### config.mk
export PLATFORM = sky130hd
export DESIGN_NAME = sram_ctrl
export DESIGN_NICKNAME = d
export VERILOG_FILES = /design/src/rtl/sram_ctrl_pkg.sv /design/src/rtl/sram_ctrl_fsm.sv /design/src/rtl/sram_ctrl_pins.sv /design/src/rtl/sram_ctrl_rsp.sv /design/src/rtl/sram_ctrl.sv
export SDC_FILE = /design/constraint.sdc
export NUM_CORES = 1
export LEC_CHECK = 0
export ABC_AREA = 1
export CAP_MARGIN = 20
export CORE_MARGIN = 2
export CORE_UTILIZATION = 62
export DETAILED_ROUTE_END_ITERATION = 8
export DONT_BUFFER_PORTS = 1
export PLACE_DENSITY = 0.78
export SYNTH_ARGS = -nofsm -noshare
export SYNTH_HDL_FRONTEND = slang
export SYNTH_SLANG_ARGS = --single-unit
export TNS_END_PERCENT = 5
### constraint.sdc
create_clock -name clk -period 1.72 [get_ports clk]
set_input_delay 0.172 -clock clk [delete_from_list [all_inputs] [get_ports clk]]
set_output_delay 0.172 -clock clk [all_outputs]
set_load 0.02 [all_outputs]
### src/rtl/sram_ctrl_pkg.sv
package sram_ctrl_pkg;

  typedef enum logic [2:0] {
    ST_IDLE,
    ST_RD_SETUP,
    ST_RD_WAIT,
    ST_RD_CAPTURE,
    ST_WR_SETUP,
    ST_WR_PULSE,
    ST_WR_RECOVER,
    ST_TURNAROUND
  } ctrl_state_t;

  typedef enum logic [1:0] {
    LAST_NONE,
    LAST_RD,
    LAST_WR
  } last_op_t;

  // whole clock cycles covering a limit, never below one
  function automatic int ps_to_cycles(input int t_ps, input int clk_ps);
    int c;
    c = (t_ps + clk_ps - 1) / clk_ps;
    if (c < 1) c = 1;
    return c;
  endfunction

  function automatic int imax(input int a, input int b);
    return (a > b) ? a : b;
  endfunction

endpackage

### src/rtl/sram_ctrl_fsm.sv
module sram_ctrl_fsm
  import sram_ctrl_pkg::*;
#(
  parameter int RD_CYC  = 1,
  parameter int WP_CYC  = 2,
  parameter int REC_CYC = 1,
  parameter int TA_CYC  = 2,
  parameter int CNT_W   = 2
) (
  input  logic        clk,
  input  logic        rst_n,
  input  logic        req_valid,
  input  logic        req_write,
  input  logic        rsp_pending,
  output logic        req_ready,
  output logic        req_fire,
  output ctrl_state_t state_d,
  output logic        rd_done,
  output logic        wr_done
);

  ctrl_state_t      state_q;
  logic [CNT_W-1:0] cnt_q, cnt_d;
  logic             op_wr_q, op_wr_d;
  last_op_t         last_q, last_d;
  logic             need_ta;

  assign req_ready = (state_q == ST_IDLE) && !rsp_pending;
  assign req_fire  = req_valid && req_ready;
  assign need_ta   = ((last_q == LAST_RD) && req_write) ||
                     ((last_q == LAST_WR) && !req_write);
  assign rd_done   = (state_q == ST_RD_CAPTURE);
  assign wr_done   = (state_q == ST_WR_RECOVER) && (cnt_q == '0);

  always_comb begin
    state_d = state_q;
    cnt_d   = cnt_q;
    op_wr_d = op_wr_q;
    last_d  = last_q;
    unique case (state_q)
      ST_IDLE: begin
        if (req_fire) begin
          op_wr_d = req_write;
          if (need_ta) begin
            state_d = ST_TURNAROUND;
            cnt_d   = CNT_W'(TA_CYC - 1);
          end else begin
            state_d = req_write ? ST_WR_SETUP : ST_RD_SETUP;
          end
        end
      end
      ST_TURNAROUND: begin
        if (cnt_q == '0) state_d = op_wr_q ? ST_WR_SETUP : ST_RD_SETUP;
        else             cnt_d   = cnt_q - 1'b1;
      end
      ST_RD_SETUP: begin
        state_d = ST_RD_WAIT;
        cnt_d   = CNT_W'(RD_CYC - 1);
      end
      ST_RD_WAIT: begin
        if (cnt_q == '0) state_d = ST_RD_CAPTURE;
        else             cnt_d   = cnt_q - 1'b1;
      end
      ST_RD_CAPTURE: begin
        state_d = ST_IDLE;
        last_d  = LAST_RD;
      end
      ST_WR_SETUP: begin
        state_d = ST_WR_PULSE;
        cnt_d   = CNT_W'(WP_CYC - 1);
      end
      ST_WR_PULSE: begin
        if (cnt_q == '0) begin
          state_d = ST_WR_RECOVER;
          cnt_d   = CNT_W'(REC_CYC - 1);
        end else begin
          cnt_d = cnt_q - 1'b1;
        end
      end
      ST_WR_RECOVER: begin
        if (cnt_q == '0) begin
          state_d = ST_IDLE;
          last_d  = LAST_WR;
        end else begin
          cnt_d = cnt_q - 1'b1;
        end
      end
      default: state_d = ST_IDLE;
    endcase
  end

  always_ff @(posedge clk or negedge rst_n) begin
    if (!rst_n) begin
      state_q <= ST_IDLE;
      cnt_q   <= '0;
      op_wr_q <= 1'b0;
      last_q  <= LAST_NONE;
    end else begin
      state_q <= state_d;
      cnt_q   <= cnt_d;
      op_wr_q <= op_wr_d;
      last_q  <= last_d;
    end
  end

endmodule

### src/rtl/sram_ctrl_pins.sv
module sram_ctrl_pins
  import sram_ctrl_pkg::*;
#(
  parameter int ADDR_W = 16,
  parameter int DATA_W = 16,
  parameter int LANES  = 2,
  parameter int TA_CYC = 2,
  parameter int WP_CYC = 2
) (
  input  logic              clk,
  input  logic              rst_n,
  input  ctrl_state_t       state_d,
  input  logic              req_fire,
  input  logic [ADDR_W-1:0] req_addr,
  input  logic [LANES-1:0]  req_be,
  input  logic [DATA_W-1:0] req_wdata,
  output logic [LANES-1:0]  lane_sel,
  output logic [ADDR_W-1:0] mem_addr,
  output logic              mem_cs_n,
  output logic              mem_rd_n,
  output logic              mem_wr_n,
  output logic [LANES-1:0]  mem_be_n,
  output logic              mem_dq_oe,
  output logic [DATA_W-1:0] mem_dq_out
);

  localparam int LANE_W = DATA_W / LANES;
  localparam int QW     = $clog2(TA_CYC + 1) + 1;
  localparam int PW     = $clog2(WP_CYC + 1) + 1;

  logic [LANES-1:0]  be_q, be_sel, be_n_d;
  logic [DATA_W-1:0] wd_q, wd_sel, dq_d;
  logic              sel_d, rd_d, wp_d, wrst_d;

  assign be_sel = req_fire ? req_be    : be_q;
  assign wd_sel = req_fire ? req_wdata : wd_q;
  assign lane_sel = be_q;

  always_comb begin
    sel_d  = state_d inside {ST_RD_SETUP, ST_RD_WAIT, ST_RD_CAPTURE,
                             ST_WR_SETUP, ST_WR_PULSE, ST_WR_RECOVER};
    rd_d   = state_d inside {ST_RD_WAIT, ST_RD_CAPTURE};
    wp_d   = (state_d == ST_WR_PULSE);
    wrst_d = state_d inside {ST_WR_SETUP, ST_WR_PULSE, ST_WR_RECOVER};
  end

  for (genvar l = 0; l < LANES; l++) begin : g_lane
    assign be_n_d[l] = ~(sel_d & be_sel[l]);
    assign dq_d[l*LANE_W +: LANE_W] =
      (wrst_d && be_sel[l]) ? wd_sel[l*LANE_W +: LANE_W] : '0;
  end

  always_ff @(posedge clk or negedge rst_n) begin
    if (!rst_n) begin
      be_q       <= '0;
      wd_q       <= '0;
      mem_addr   <= '0;
      mem_cs_n   <= 1'b1;
      mem_rd_n   <= 1'b1;
      mem_wr_n   <= 1'b1;
      mem_be_n   <= '1;
      mem_dq_oe  <= 1'b0;
      mem_dq_out <= '0;
    end else begin
      if (req_fire) begin
        be_q     <= req_be;
        wd_q     <= req_wdata;
        mem_addr <= req_addr;
      end
      mem_cs_n   <= ~sel_d;
      mem_rd_n   <= ~rd_d;
      mem_wr_n   <= ~wp_d;
      mem_be_n   <= be_n_d;
      mem_dq_oe  <= wrst_d;
      mem_dq_out <= dq_d;
    end
  end

  // window counters for the checks below
  logic [QW-1:0] quiet_cnt, rdhi_cnt;
  logic [PW-1:0] wlo_cnt;

  always_ff @(posedge clk or negedge rst_n) begin
    if (!rst_n) begin
      quiet_cnt <= QW'(TA_CYC);
      rdhi_cnt  <= QW'(TA_CYC);
      wlo_cnt   <= '0;
    end else begin
      quiet_cnt <= mem_dq_oe ? '0 :
                   ((quiet_cnt == QW'(TA_CYC)) ? quiet_cnt : quiet_cnt + 1'b1);
      rdhi_cnt  <= !mem_rd_n ? '0 :
                   ((rdhi_cnt == QW'(TA_CYC)) ? rdhi_cnt : rdhi_cnt + 1'b1);
      wlo_cnt   <= mem_wr_n ? '0 :
                   ((wlo_cnt == PW'(WP_CYC)) ? wlo_cnt : wlo_cnt + 1'b1);
    end
  end

  p_oe_excl_r8: assert property (@(posedge clk) disable iff (!rst_n)
    mem_dq_oe |-> mem_rd_n);

  p_we_guard_r12: assert property (@(posedge clk) disable iff (!rst_n)
    !mem_wr_n |-> (!mem_cs_n && mem_rd_n));

  p_standby_r10: assert property (@(posedge clk) disable iff (!rst_n)
    mem_cs_n |-> (mem_rd_n && mem_wr_n && (&mem_be_n)));

  p_gap_rd_r9: assert property (@(posedge clk) disable iff (!rst_n)
    $fell(mem_rd_n) |-> (quiet_cnt >= QW'(TA_CYC)));

  p_gap_wr_r9: assert property (@(posedge clk) disable iff (!rst_n)
    $rose(mem_dq_oe) |-> (rdhi_cnt >= QW'(TA_CYC)));

  p_pulse_r4: assert property (@(posedge clk) disable iff (!rst_n)
    $rose(mem_wr_n) |-> (wlo_cnt >= PW'(WP_CYC)));

endmodule

### src/rtl/sram_ctrl_rsp.sv
module sram_ctrl_rsp #(
  parameter int DATA_W = 16,
  parameter int LANES  = 2
) (
  input  logic              clk,
  input  logic              rst_n,
  input  logic              rd_done,
  input  logic              wr_done,
  input  logic [LANES-1:0]  lane_sel,
  input  logic [DATA_W-1:0] mem_dq_in,
  input  logic              rsp_ready,
  output logic              rsp_valid,
  output logic [DATA_W-1:0] rsp_rdata
);

  localparam int LANE_W = DATA_W / LANES;

  logic [DATA_W-1:0] cap_d;

  for (genvar l = 0; l < LANES; l++) begin : g_fill
    assign cap_d[l*LANE_W +: LANE_W] =
      lane_sel[l] ? mem_dq_in[l*LANE_W +: LANE_W] : '0;
  end

  always_ff @(posedge clk or negedge rst_n) begin
    if (!rst_n) begin
      rsp_valid <= 1'b0;
      rsp_rdata <= '0;
    end else if (rd_done) begin
      rsp_valid <= 1'b1;
      rsp_rdata <= cap_d;
    end else if (wr_done) begin
      rsp_valid <= 1'b1;
      rsp_rdata <= '0;
    end else if (rsp_valid && rsp_ready) begin
      rsp_valid <= 1'b0;
    end
  end

  p_rsp_hold_r2: assert property (@(posedge clk) disable iff (!rst_n)
    (rsp_valid && !rsp_ready) |=> (rsp_valid && $stable(rsp_rdata)));

  p_no_done_pending_r2: assert property (@(posedge clk) disable iff (!rst_n)
    (rsp_valid && !rsp_ready) |-> !(rd_done || wr_done));

endmodule

### src/rtl/sram_ctrl.sv
module sram_ctrl
  import sram_ctrl_pkg::*;
#(
  parameter int ADDR_W    = 16,
  parameter int DATA_W    = 16,
  parameter int LANES     = 2,
  parameter int CLK_PS    = 5000,
  parameter int T_AA_PS   = 15000,
  parameter int T_OE_PS   = 7000,
  parameter int T_WC_PS   = 15000,
  parameter int T_WP_PS   = 10000,
  parameter int T_AW_PS   = 10000,
  parameter int T_DS_PS   = 7000,
  parameter int T_REL_PS  = 7000
) (
  input  logic              clk,
  input  logic              rst_n,
  input  logic              req_valid,
  output logic              req_ready,
  input  logic              req_write,
  input  logic [ADDR_W-1:0] req_addr,
  input  logic [LANES-1:0]  req_be,
  input  logic [DATA_W-1:0] req_wdata,
  output logic              rsp_valid,
  input  logic              rsp_ready,
  output logic [DATA_W-1:0] rsp_rdata,
  output logic [ADDR_W-1:0] mem_addr,
  output logic              mem_cs_n,
  output logic              mem_rd_n,
  output logic              mem_wr_n,
  output logic [LANES-1:0]  mem_be_n,
  output logic              mem_dq_oe,
  output logic [DATA_W-1:0] mem_dq_out,
  input  logic [DATA_W-1:0] mem_dq_in
);

  // address is held for setup + wait + capture; read enable for wait + capture
  localparam int RD_CYC  = imax(1, imax(ps_to_cycles(T_AA_PS, CLK_PS) - 2,
                                        ps_to_cycles(T_OE_PS, CLK_PS) - 1));
  // data and address are already valid one setup cycle before the pulse
  localparam int WP_CYC  = imax(ps_to_cycles(T_WP_PS, CLK_PS),
                                imax(ps_to_cycles(T_DS_PS, CLK_PS) - 1,
                                     ps_to_cycles(T_AW_PS, CLK_PS) - 1));
  localparam int REC_CYC = imax(1, ps_to_cycles(T_WC_PS, CLK_PS) - 1 - WP_CYC);
  localparam int TA_CYC  = ps_to_cycles(T_REL_PS, CLK_PS);
  localparam int MAX_CYC = imax(imax(RD_CYC, WP_CYC), imax(REC_CYC, TA_CYC));
  localparam int CNT_W   = imax(1, $clog2(MAX_CYC + 1));

  ctrl_state_t      state_d;
  logic             req_fire, rd_done, wr_done;
  logic [LANES-1:0] lane_sel;

  sram_ctrl_fsm #(
    .RD_CYC (RD_CYC),
    .WP_CYC (WP_CYC),
    .REC_CYC(REC_CYC),
    .TA_CYC (TA_CYC),
    .CNT_W  (CNT_W)
  ) i_fsm (
    .clk        (clk),
    .rst_n      (rst_n),
    .req_valid  (req_valid),
    .req_write  (req_write),
    .rsp_pending(rsp_valid),
    .req_ready  (req_ready),
    .req_fire   (req_fire),
    .state_d    (state_d),
    .rd_done    (rd_done),
    .wr_done    (wr_done)
  );

  sram_ctrl_pins #(
    .ADDR_W(ADDR_W),
    .DATA_W(DATA_W),
    .LANES (LANES),
    .TA_CYC(TA_CYC),
    .WP_CYC(WP_CYC)
  ) i_pins (
    .clk       (clk),
    .rst_n     (rst_n),
    .state_d   (state_d),
    .req_fire  (req_fire),
    .req_addr  (req_addr),
    .req_be    (req_be),
    .req_wdata (req_wdata),
    .lane_sel  (lane_sel),
    .mem_addr  (mem_addr),
    .mem_cs_n  (mem_cs_n),
    .mem_rd_n  (mem_rd_n),
    .mem_wr_n  (mem_wr_n),
    .mem_be_n  (mem_be_n),
    .mem_dq_oe (mem_dq_oe),
    .mem_dq_out(mem_dq_out)
  );

  sram_ctrl_rsp #(
    .DATA_W(DATA_W),
    .LANES (LANES)
  ) i_rsp (
    .clk      (clk),
    .rst_n    (rst_n),
    .rd_done  (rd_done),
    .wr_done  (wr_done),
    .lane_sel (lane_sel),
    .mem_dq_in(mem_dq_in),
    .rsp_ready(rsp_ready),
    .rsp_valid(rsp_valid),
    .rsp_rdata(rsp_rdata)
  );

endmodule

==> metrics.yaml, run 1 <==
port_buffers: 0
finalInstanceArea_sq_um: 4210
syn_inst: 358
syn_area_sq_um: 3430
core_sq_um: 5440
rsz0062_at_grt: "yes"
synth_largest_area_cell: "dfrtp_1"
drv_slew: 0
htree_levels: 3
place_ws_ns: 0.0409
irDropWorstVdd_uv: 1120
root_buffer: "clkbuf_8"
worst_path_most_repeated_cell: "nand2_1"
critical_path.reg2reg.endpoint: "i_pins.mem_be_n[1]$_DFF_PN1_"
die_y_um: 78.4
synthTopCellsByCount: "94 x nand2_1, 76 x dfrtp_1, 40 x nand3_1"
hpwl_um: 4810
yosysWarnings: 0
wl_per_cell_um: 16.7
gp_congestion: 0.895
swShare_pct: 42.4
finalCritPeriodShare_pct: 96.1
cts_tree: "done"
drc: 0
skew_ns: 0.0156
r2r_cells: 10
seqPwrFrac_pct: 46.8
synth_flop_cell: "dfrtp_1"
async_flop_share_pct: 100
reg2reg_setup_slack_ns: 0.07
maxCapViolCount: 0
crit_path_max_fanout: 4
finalSetupViolCount: 0
cp-start-kind: "register"
worstSetupPathType: "reg -> reg"
layout_setup_ws_ns: 0.0662
routed_wl_um: 8100
max_stage_delay_ns: 0.40
worstReg2RegStart: "i_fsm.cnt_q[0]$_DFFE_PN0P_"
postRouteAntennaNets: 0
cts.path.max_buffers: 2
critPathTopFamily: "flip-flops"
synth_area_leaders: "dfrtp_1 55%, nand2_1 10%, nand3_1 5.8%"
path_cells: "inv_2 -> buf_12 -> ha_1 -> inv_1 -> o21ai_2 -> nand2_1 -> a21oi_1 -> nand2_1 -> nand3_2 -> nand2_1"
crit_path_top_delay_cell: "dfrtp_1"
yosysUniqueCellTypes: 27
diodes: 0
antenna_found_initial: 0
numCtsBuffers: 9
clk_pin_slew_worst_paths_ns: 0.09
violations: "hold timing"
fp.dieW_um: 78.4
cts_sinks: 81
die_area_sq_um: 6150
grtUsageTotal_pct: 27.8
grt_pass1_wl_um: 12900
power.internal_mw: 4.57
status: "finished, violations left"
yosysSeqAreaShare_pct: 59.2
cp.required_ns: 2.00
synth_most_common_cell: "nand2_1"
synth-edff-count: 0
ys_ff_latch: 81
final_util_pct: 77.4
avgSynthCellArea_sq_um: 9.59
relSlewSlack_pct: 74.1
fmax_mhz: 605
hold_violations: 81
power.density_nw_per_um2: 1890
syn_nets: 417
grt_max_degree: 82
p_sw_mw: 3.37
drt_first_iter_violations: 150
final_nets: 467
via_per_inst: 5.44
whs_ns: -0.488
clk_latency_ns: 0.35
place_area_sq_um: 3520
p_leak_nw: 2.10
yosys.area.top_type_share_pct: 55.4
area_growth_pct: 22.6
drive_gt1_share_pct: 20.3
overflow: 0
worst_setup_path_end_kind: "register"
power.share.clock_pct: 19.6
drtPass1Iterations: 4
holdBufCountCts: 41
comb_power_share_pct: 33.6
std_cell_rows: 27
num_vias: 2638
critPathBufInv: 3
pin_count: 111
finalCriticalPeriod_ns: 1.65
worstPathArrival_ns: 1.93
start_util_pct: 63.1
worst_slew_pin_slew_ns: 0.386
hp-class: "in -> async"
grt_pass1_vias: 2690
-- worst register-to-register path: stages (launching register included) --
cell	delay, ns
dfrtp_1	0.40
inv_2	0.09
buf_12	0.10
ha_1	0.20
inv_1	0.07
o21ai_2	0.18
nand2_1	0.08
a21oi_1	0.19
nand2_1	0.12
nand3_2	0.11
nand2_1	0.05
-- per-layer routing --
layer / wire (um) / up-vias / global-route usage (%)
li1: - / 1225 / -
met3: 834 / 18 / 9.31
met2: 3910 / 130 / 44.6
met5: 0 / - / 0
met1: 3160 / 1265 / 34.4
met4: 199 / 0 / 12.8
-- layout by cell type (no fill, tap or decap), types with 2 or more instances in the layout --
master / n
dfrtp_2: 2
nand2_2: 8
clkbuf_8: 10
o211ai_1: 2
buf_4: 9
nand2_1: 92
o21ai_0: 15
ha_1: 3
dfstp_2: 5
inv_6: 2
nand3_1: 40
dfrtp_1: 74
nor2_1: 15
nor2_4: 2
bufinv_16: 2
inv_2: 4
o21ai_1: 8
inv_1: 31
nor2_2: 9
dlygate4sd3_1: 41
or2_2: 16
nand3_4: 6
a21oi_1: 6
-- timing repair --
action / CTS / global route
buffers inserted: 0 / 2
hold endpoints to repair: 122 / 81
endpoints found under the setup margin: 0 / 22
gates resized for setup: 0 / 11
-- how the worst max path moves through the flow --
stage	startpoint	to	slack, ns	cells past startpoint
floorplan	i_fsm.cnt_q[0]$_DFFE_PN0P_	i_pins.mem_dq_out[0]$_DFF_PN0_	0.23	11
global placement	i_fsm.state_q[2]$_DFF_PN0_	i_pins.mem_be_n[0]$_DFF_PN1_	0.12	9
detailed placement	i_fsm.cnt_q[0]$_DFFE_PN0P_	i_pins.mem_dq_out[15]$_DFF_PN0_	0.04	10
CTS	i_fsm.cnt_q[0]$_DFFE_PN0P_	i_pins.mem_dq_out[15]$_DFF_PN0_	0.0004	10
global route	i_fsm.cnt_q[0]$_DFFE_PN0P_	i_pins.mem_dq_out[0]$_DFF_PN0_	-0.03	11
finish	i_fsm.cnt_q[0]$_DFFE_PN0P_	i_pins.mem_be_n[1]$_DFF_PN1_	0.07	10
-- state kept, by name (all words and copies together) (netlist names) --
register and cells:
i_pins.wd_q 16, i_pins.mem_addr 16, i_fsm.last_q 2, i_pins.mem_dq_oe 1, i_pins.mem_cs_n 1, i_pins.mem_wr_n 1, i_rsp.rsp_valid 1, i_pins.mem_rd_n 1
i_fsm.state_q 3, i_pins.lane_sel 2, i_rsp.rsp_rdata 16, i_fsm.cnt_q 2, i_fsm.op_wr_q 1, i_pins.mem_be_n 2, i_pins.mem_dq_out 16
-- power by group through the flow --
stage               logic (mW)  registers (mW)  clock network (mW)
finish                    2.67            3.71                1.56
global route              2.98            3.79                1.65
global placement          2.29            3.69                   0
detailed placement        2.38            3.71                   0
floorplan                 2.02            3.52                   0
CTS                       2.46            3.69                1.57
-- through the flow --
stage,std cells,power [mW],TNS (ns)
floorplan,358,5.54,0
detailed placement,426,6.10,0
finish,485,7.94,0
global route,485,8.43,-0.122
global placement,426,5.98,0
CTS,483,7.73,0
-- layout make-up --
type / instances / area [sq um]
flip-flops and latches: 81 / 2040
fillers: 370 / 1230
multi-input cells: 229 / 1220
repair buffers: 52 / 509
clock buffers: 11 / 141
inverters: 35 / 131
well taps: 72 / 90.1
clock inverters: 5 / 85.1
-- logic make-up after synthesis --
group,count (synthesis),share of synthesized area (%)
and+or+nand+nor,193,28.5
buffers and inverters,48,5.98
DFF,81,59.2
adders and majority gates,4,1.46
AOI/OAI and AO/OA,32,4.81
No activity file was read; power rests on OpenSTA's default activity.
==> run 2, diff against run 1 <==
--- a/config.mk
+++ b/config.mk
@@ -8,10 +8,9 @@
 export ABC_AREA = 1
 export CAP_MARGIN = 20
 export CORE_MARGIN = 2
-export CORE_UTILIZATION = 62
+export CORE_UTILIZATION = 50
 export DETAILED_ROUTE_END_ITERATION = 8
 export DONT_BUFFER_PORTS = 1
-export PLACE_DENSITY = 0.78
 export SYNTH_ARGS = -nofsm -noshare
 export SYNTH_HDL_FRONTEND = slang
 export SYNTH_SLANG_ARGS = --single-unit
==> run 2 against run 1 <==
Maximum frequency rose by 3.6%. First-iteration DRC count fell by 35%. Flip-flop and latch count did not move. Power fell by 4.4%. Worst setup slack improved by 0.058 ns. Combinational power barely moved. Clock-buffer cell count fell by 1. The run still ends with hold timing left. Clock power fell by 18%. Global-route usage fell by 7.7 points. Clock skew fell by 0.00086 ns. Via count fell by 4.1%.
==> metrics.yaml, run 2 (same netlist as run 1, synthesis figures left out) <==
whs_ns: -0.486
finalInstanceArea_sq_um: 4220
power.density_nw_per_um2: 1800
num_vias: 2529
postRouteAntennaNets: 0
wl_met2_um: 3500
crit_path_max_fanout: 17
tns_ns: 0
fp.dieW_um: 86.9
diodes: 0
gp_congestion: 0.819
p_leak_nw: 2.10
start_util_pct: 51.1
num-fill-cells: 583
cts_tree: "done"
finalCriticalPeriod_ns: 1.60
crit_path_top_delay_cell: "dfrtp_1"
grtUsageTotal_pct: 20.1
root_buffer: "clkbuf_8"
final_nets: 473
irDropWorstVdd_uv: 754
place_ws_ns: 0.0916
fmax_mhz: 626
cp-start-kind: "register"
drc: 0
routed_wl_um: 7350
drv_slew: 0
r2r_cells: 5
pin_count: 111
area_growth_pct: 22.8
drtPass1Iterations: 4
worstReg2RegStart: "i_rsp.rsp_valid$_DFFE_PN0P_"
worstPathArrival_ns: 1.82
via_per_inst: 5.07
place_area_sq_um: 3550
numCtsBuffers: 9
final_common_cell: "nand2_1"
cts.path.max_buffers: 2
cp.required_ns: 1.94
relSlewSlack_pct: 72.6
hpwl_um: 4730
status: "finished, violations left"
grt_pass1_wl_um: 11800
wl_met3_um: 609
cts_sinks: 81
final_util_pct: 62.8
antenna_found_initial: 0
wl_met1_um: 3180
drt_first_iter_violations: 98
final_cell_mix: "92 x nand2_1, 76 x dfrtp_1, 42 x dlygate4sd3_1"
finalCritPeriodShare_pct: 92.8
finalSetupViolCount: 0
maxUsedRoutingLayer: "met4"
overflow: 0
max_stage_delay_ns: 0.38
hold_violations: 81
holdBufCountCts: 42
path_cells: "inv_1 -> nand4_2 -> buf_4 -> o21ai_0 -> inv_1"
drive_gt1_share_pct: 22.2
clk_latency_ns: 0.35
die_area_sq_um: 7550
clk_pin_slew_worst_paths_ns: 0.09
rsz0062_at_grt: "no"
worstSetupPathType: "reg -> reg"
htree_levels: 3
port_buffers: 0
worst_path_most_repeated_cell: "inv_1"
grt_pass1_vias: 2523
maxCapViolCount: 0
hp-class: "in -> async"
wl_per_cell_um: 14.7
worst_setup_path_end_kind: "register"
die_y_um: 86.9
skew_ns: 0.0148
worst_slew_pin_slew_ns: 0.406
std_cell_rows: 30
core_sq_um: 6720
grt_max_degree: 82
violations: "hold timing"
layout_setup_ws_ns: 0.124
startpoint: "i_rsp.rsp_valid$_DFFE_PN0P_"
-- run 2: cell count changes in the layout (fill, tap and decap cells not counted), moves of 2 or more --
| cell | previous run | this run |
|---|---|---|
| buf_4 | 9 | 16 |
| nor2_1 | 15 | 10 |
| nor2_2 | 9 | 13 |
| bufinv_16 | 2 | 0 |
| clkinvlp_4 | 1 | 3 |
| dfrtp_1 | 74 | 76 |
| dfrtp_2 | 2 | 0 |
-- run 2: critical path: cells and delay by family, from the launching register on --
kind / cells / cell delay (ns)
AND/OR/NAND/NOR: 1 / 0.20
buffers and inverters: 3 / 0.52
AO/OA/AOI/OAI: 1 / 0.36
flip-flops: 1 / 0.38
-- run 2: worst paths after layout --
kind,slack [ns],to
hold / removal,-0.49,i_pins.wd_q[6]$_DFF_PN0_
setup / recovery,0.12,i_pins.wd_q[15]$_DFF_PN0_
min in group clk,0.01,i_pins.wd_q[4]$_DFF_PN0_
max in group asynchronous,2.01,i_pins.mem_be_n[1]$_DFF_PN1_
setup reg to reg,0.12,i_pins.wd_q[15]$_DFF_PN0_
hold reg to reg,0.53,i_fsm.last_q[0]$_DFFE_PN0P_
-- run 2: area by class of cell --
cell class,instances,area [sq um],share of cell area [%]
multi-input cells,229,1230,29.1
clock buffers,10,138,3.26
flip-flops and latches,81,2030,48.2
clock inverters,6,48.8,1.16
well taps,80,100,2.37
repair buffers,58,541,12.8
inverters,35,131,3.11
-- run 2: what timing repair did --
item	4_1_cts	5_1_grt
gates resized for setup	0	13
buffers inserted	0	4
setup endpoints to repair	0	20
hold endpoints to repair	123	81
-- run 2: layer usage --
layer  vias to the layer above  GRT usage, %
met1                      1202          27.0
met3                         6          5.97
met5                         -             0
li1                       1240             -
met2                        81          31.2
met4                         0          7.24
-- run 2: power by group --
| part | internal (mW) | total (mW) | switching [mW] | leakage, nW |
|---|---|---|---|---|
| Sequential | 2.67 | 3.64 | 0.972 | 1.01 |
| Combinational | 1.03 | 2.67 | 1.64 | 1.00 |
| Clock | 0.575 | 1.28 | 0.702 | 0.0855 |
| Total | 4.27 | 7.59 | 3.31 | 2.10 |
-- run 2: through the flow --
step	total power [mW]	cells	hold WS [ns]
after global placement	6.06	437	-0.122
after floorplan	5.54	358	-0.124
final	7.59	499	-0.486
after detailed placement	6.15	437	-0.122
after CTS	7.53	495	-0.511
after global routing	8.19	499	-0.513
